<file path="config.mk">
export PLATFORM = sky130hd
export DESIGN_NAME = nf_cam_segment
export DESIGN_NICKNAME = d
export VERILOG_FILES = /design/src/rtl/nf_pkg.sv /design/src/rtl/nf_entry_array.sv /design/src/rtl/nf_first_empty.sv /design/src/rtl/nf_chain.sv /design/src/rtl/nf_cam_segment.sv
export SDC_FILE = /design/constraint.sdc
export NUM_CORES = 1
export LEC_CHECK = 0
export ABC_AREA = 1
export BUFFER_PORTS_ARGS = -buffer_cell sky130_fd_sc_hd__buf_2
export CORE_MARGIN = 8
export CORE_UTILIZATION = 59
export CTS_CLUSTER_SIZE = 30
export DETAILED_ROUTE_END_ITERATION = 6
export GPL_TIMING_DRIVEN = 0
export PLACE_DENSITY_LB_ADDON = 0.25
export SYNTH_ARGS = -nofsm -noshare
export SYNTH_HDL_FRONTEND = slang
export SYNTH_SLANG_ARGS = --single-unit
</file>
<file path="constraint.sdc">
create_clock -name clk -period 2.5 [get_ports clk]
set_input_delay 0.375 -clock clk [delete_from_list [all_inputs] [get_ports clk]]
set_output_delay 0.375 -clock clk [all_outputs]
set_load 0.005 [all_outputs]
</file>
<file path="src/rtl/nf_pkg.sv">
package nf_pkg;
  typedef enum logic [2:0] {
    NF_NOP     = 3'd0,
    NF_MOVE    = 3'd1,
    NF_CLR     = 3'd2,
    NF_SETFF   = 3'd3,
    NF_RELEASE = 3'd4
  } nf_op_e;
endpackage

</file>
<file path="src/rtl/nf_entry_array.sv">
module nf_entry_array #(
  parameter int ENTRIES = 8,
  parameter int WIDTH   = 16,
  localparam int AW     = (ENTRIES > 1) ? $clog2(ENTRIES) : 1
) (
  input  logic               clk,
  input  logic               rst_n,
  input  logic               wr_en,
  input  logic [AW-1:0]      wr_idx,
  input  logic [WIDTH-1:0]   wr_data,
  input  logic               clr_en,
  input  logic [AW-1:0]      clr_idx,
  input  logic [AW-1:0]      rd_idx,
  output logic [WIDTH-1:0]   rd_data,
  output logic               rd_valid,
  output logic [ENTRIES-1:0] valid_vec
);
  logic [WIDTH-1:0] word_q [ENTRIES];

  for (genvar e = 0; e < ENTRIES; e++) begin : g_entry
    logic hit_wr, hit_clr;
    assign hit_wr  = wr_en  && (wr_idx  == AW'(e));
    assign hit_clr = clr_en && (clr_idx == AW'(e));

    always_ff @(posedge clk) begin
      if (!rst_n) begin
        valid_vec[e] <= 1'b0;
        word_q[e]    <= '0;
      end else begin
        if (hit_wr) begin
          word_q[e]    <= wr_data;
          valid_vec[e] <= 1'b1;
        end else if (hit_clr) begin
          valid_vec[e] <= 1'b0;
        end
      end
    end
  end

  always_comb begin
    rd_data  = '0;
    rd_valid = 1'b0;
    if (int'(rd_idx) < ENTRIES) begin
      rd_data  = word_q[rd_idx];
      rd_valid = valid_vec[rd_idx];
    end
  end
endmodule

</file>
<file path="src/rtl/nf_first_empty.sv">
module nf_first_empty #(
  parameter int ENTRIES = 8,
  localparam int AW     = (ENTRIES > 1) ? $clog2(ENTRIES) : 1
) (
  input  logic [ENTRIES-1:0] valid_vec,
  output logic [AW-1:0]      free_idx,
  output logic               all_valid
);
  always_comb begin
    free_idx = '0;
    for (int i = ENTRIES - 1; i >= 0; i--) begin
      if (!valid_vec[i]) free_idx = AW'(i);
    end
  end

  assign all_valid = &valid_vec;
endmodule

</file>
<file path="src/rtl/nf_chain.sv">
module nf_chain (
  input  logic full_in_n,
  input  logic all_valid,
  input  logic forced,
  output logic full_out_n,
  output logic selected
);
  logic ahead_full;
  assign ahead_full = !full_in_n;
  assign full_out_n = !(ahead_full && (all_valid || forced));
  assign selected   = ahead_full && !all_valid && !forced;
endmodule

</file>
<file path="src/rtl/nf_cam_segment.sv">
module nf_cam_segment #(
  parameter int ENTRIES = 8,
  parameter int WIDTH   = 16,
  parameter int PAGE_W  = 8,
  localparam int AW     = (ENTRIES > 1) ? $clog2(ENTRIES) : 1
) (
  input  logic               clk,
  input  logic               rst_n,
  input  logic               full_in_n,
  output logic               full_out_n,
  input  logic               cmp_valid,
  output logic               cmp_ready,
  input  logic [WIDTH-1:0]   cmp_data,
  input  logic               op_valid,
  input  logic [2:0]         op_code,
  input  logic [AW-1:0]      op_addr,
  input  logic [PAGE_W-1:0]  op_page,
  output logic [PAGE_W-1:0]  page_addr,
  output logic [ENTRIES-1:0] valid_vec,
  input  logic [AW-1:0]      rd_addr,
  output logic [WIDTH-1:0]   rd_data,
  output logic               rd_valid
);
  import nf_pkg::*;

  nf_op_e           op;
  logic [WIDTH-1:0] cmp_q;
  logic             forced_q;
  logic [AW-1:0]    free_idx;
  logic             all_valid, selected;
  logic             do_move, do_clr, do_setff, do_release;

  assign op         = nf_op_e'(op_code);
  assign do_move    = op_valid && (op == NF_MOVE)  && selected;
  assign do_clr     = op_valid && (op == NF_CLR);
  assign do_setff   = op_valid && (op == NF_SETFF) && selected;
  assign do_release = op_valid && (op == NF_RELEASE);
  assign cmp_ready  = 1'b1;

  always_ff @(posedge clk) begin
    if (!rst_n) begin
      cmp_q     <= '0;
      page_addr <= '0;
      forced_q  <= 1'b0;
    end else begin
      if (cmp_valid && cmp_ready) cmp_q <= cmp_data;
      if (do_setff) begin
        page_addr <= op_page;
        forced_q  <= 1'b1;
      end else if (do_release) begin
        forced_q  <= 1'b0;
      end
    end
  end

  nf_first_empty #(.ENTRIES(ENTRIES)) enc_i (
    .valid_vec (valid_vec),
    .free_idx  (free_idx),
    .all_valid (all_valid)
  );

  nf_chain chain_i (
    .full_in_n  (full_in_n),
    .all_valid  (all_valid),
    .forced     (forced_q),
    .full_out_n (full_out_n),
    .selected   (selected)
  );

  nf_entry_array #(.ENTRIES(ENTRIES), .WIDTH(WIDTH)) arr_i (
    .clk       (clk),
    .rst_n     (rst_n),
    .wr_en     (do_move),
    .wr_idx    (free_idx),
    .wr_data   (cmp_q),
    .clr_en    (do_clr),
    .clr_idx   (op_addr),
    .rd_idx    (rd_addr),
    .rd_data   (rd_data),
    .rd_valid  (rd_valid),
    .valid_vec (valid_vec)
  );
endmodule

</file>
==> impl_metrics.json <==
{
  "status": "complete, no violations",
  "power_frac_clock": 0.442,
  "fillerInstances": 866,
  "gr-usage-all-layers": 0.239,
  "crit_chain": "clkbuf_1, clkbuf_1, o21ai_0, o22ai_1, nand2_1, nand2_1, buf_2",
  "nets": 848,
  "io_buffer_count": 68,
  "hold_path_depth": 3,
  "postCtsSetupRepairBufs": 0,
  "seq_area_frac_synth": 0.631,
  "gp_congestion": 0.870,
  "synth.area.top_cells": "edfxtp_1 54%, nor2_1 10%, dfxtp_1 9.2%",
  "slowest_delay_ps": 430,
  "startpoint_type": "input port",
  "path_max_fanout": 10,
  "drv_cap": 0,
  "ioPinCount": 73,
  "rsz0062_at_grt": "no",
  "drt_first_pass_iters": 6,
  "crit_required_ps": 2120,
  "dieArea_um2": 15900,
  "cts_root_buf": "clkbuf_16",
  "drc_errors": 0,
  "critPathKind": "input port to output port",
  "wl_per_cell_um": 19.5,
  "clk-insertion-delay-late_ps": 430,
  "ys_types": 32,
  "max_freq_mhz": 421,
  "finalCritPeriodShare": 0.949,
  "synth_area_leader_cell": "edfxtp_1",
  "wl_um": 18900,
  "grt_pass1_wl_um": 28800,
  "finalHoldViolations": 0,
  "reg2reg_from": "arr_i.valid_vec[1]",
  "syn_area_um2": 7140,
  "via_per_inst": 5.90,
  "htreeDepth": 4,
  "start_util": 0.600,
  "power.leakage_nw": 3.12,
  "r2r-end": "arr_i.word_q[4][8]",
  "synth_top_area_frac": 0.538,
  "synthCells": 723,
  "cts_tree": "built",
  "syn_to_final_growth_pct": 16.2,
  "power.density_nw_per_um2": 754,
  "hp-class": "input port to flop",
  "hp-start": "cmp_data[0]",
  "p_sw_frac": 0.220,
  "comb_power_share": 0.075,
  "cp.arrival_ps": 2000,
  "dr_total_vias": 5727,
  "min_to": "cmp_q[0]",
  "syn_nets": 761,
  "grt_max_degree": 17,
  "n_antenna_cell": 0,
  "ys_warn_count": 0,
  "row_count": 40,
  "worst_ir_drop_vdd_uv": 480,
  "power.switching_mw": 1.38,
  "first_iter_violations": 820,
  "cts_buffers": 17,
  "syn_area_per_cell_um2": 9.88,
  "worst_pin_slew_ps": 877,
  "clock_path_buffers": 2,
  "antenna_found_initial": 0,
  "die_w_um": 126,
  "min_period_ps": 2370,
  "drv_slew": 0,
  "r2r_cells": 6,
  "p_seq_frac": 0.484,
  "die-height_um": 126,
  "clock-sinks": 161,
  "cp_slowest_cell": "clkbuf_1",
  "drive_gt1_frac": 0.164,
  "synth_seq_cells": 161,
  "holdWs_ps": 231,
  "drt.antenna.violating_nets": 0,
  "placeableCoreArea_um2": 11900,
  "hpwl_um": 12800,
  "finClkSkew_ps": 6.29,
  "maxSlewHeadroom": 0.414,
  "setup_viol": 0,
  "fin_setup_tns_ps": 0,
  "grt_pass1_vias": 5714,
  "grt-ovfl-total": 0,
  "ff2ff_setup_slack_ps": 150,
  "clk_pin_slew_ps": 60,
  "p_int_mw": 4.88,
  "worst_setup_path_end_kind": "output port"
}
==> worst max path at each step <==
| stage | start | endpoint | slack (ps) | cells past startpoint |
|---|---|---|---|---|
| after detailed placement | rd_addr[0] | rd_data[6] | -10 | 9 |
| after global placement | rd_addr[0] | rd_data[13] | 10 | 9 |
| after CTS | rd_addr[0] | rd_data[12] | 20 | 8 |
| after global routing | arr_i.valid_vec[6] | arr_i.word_q[4][11] | 20 | 9 |
| final | rd_addr[1] | rd_data[6] | 130 | 7 |
| after floorplan | op_code[2] | arr_i.word_q[3][0] | 580 | 7 |
==> kinds of logic (layout without fill, tap and decap cells) <==
family                 Yosys count  after routing  share of synthesized area
other                            1              1                   0.000525
buffers and inverters           82            182                     0.0494
flip-flops                     161            161                      0.631
AND/OR/NAND/NOR                323            323                      0.201
AO/OA/AOI/OAI                  156            156                      0.118
==> cell usage in the layout, fill, tap and decap left out, drive strengths merged <==
master,netlist,final
bufinv,0,5
inv,23,23
a31oi,2,2
o22ai,32,32
edfxtp,128,128
buf,14,82
o211ai,1,1
o21ai,93,93
conb,1,1
nor2,205,205
a21oi,27,27
clkinv,16,23
nand3,13,13
clkbuf,29,48
nand4,14,14
nor3,2,2
a21boi,1,1
clkinvlp,0,1
dfxtp,33,33
nand2,89,89
==> metrics by stage <==
step | worst slack, ps | util | std cells | cell area (um^2) | total power, mW
after CTS | 18.5 | 0.696 | 970 | 8290 | 6.23
after global placement | 12.7 | 0.644 | 938 | 7670 | 3.52
after global routing | 20.8 | 0.697 | 970 | 8300 | 6.38
after detailed placement | -14.6 | 0.644 | 938 | 7670 | 3.54
final | 127 | 0.697 | 970 | 8300 | 6.26
after floorplan | 577 | - | 723 | 7140 | 3.34
==> synth_stat cells (all sizes together) <==
cell,n
nor2,205
clkinv,16
o21ai,93
nand3,13
nand2,89
o211ai,1
inv,23
nand4,14
dfxtp,33
a21boi,1
edfxtp,128
conb,1
a21oi,27
a31oi,2
o22ai,32
clkbuf,29
buf,14
nor3,2
==> registers in the layout, summed over array words and instances, names as in the netlist <==
| register | count |
|---|---|
| forced_q | 1 |
| cmp_q | 16 |
| arr_i.valid_vec | 8 |
| arr_i.word_q | 128 |
| page_addr | 8 |
==> layout make-up <==
cell class	instances	area, um^2	share of cell area
multi-input cells	480	2290	0.276
plain buffers	43	211	0.0255
flip-flops and latches	161	4500	0.543
repair buffers	68	340	0.0410
inverters	39	146	0.0176
clock inverters	13	191	0.0231
well taps	147	184	0.0222
clock buffers	19	433	0.0522
==> power groups by stage <==
stage	clock [mW]	sequential, mW	combinational, mW
after floorplan	0	3.07	0.270
after global placement	0	3.08	0.444
after detailed placement	0	3.08	0.456
after CTS	2.74	3.03	0.460
after global routing	2.84	3.04	0.510
final	2.76	3.03	0.467
==> critical path: cells and delay by family <==
kind | cells | cell delay (ps)
buf+inv | 3 | 970
compound gates | 2 | 450
simple gates | 2 | 210
==> metal layers <==
layer / up-vias / global-route usage / wire, um
met5: - / 0 / 0
met4: 0 / 0.129 / 571
met3: 55 / 0.0633 / 1740
met2: 322 / 0.397 / 9430
met1: 2694 / 0.277 / 7160
li1: 2656 / - / -
==> repair_timing <==
item,4_1_cts,5_1_grt
pin swaps,0,0
hold buffers,0,0
gates resized for setup,1,7
setup endpoints to repair,4,19
No activity file was read; power rests on OpenSTA's default activity.
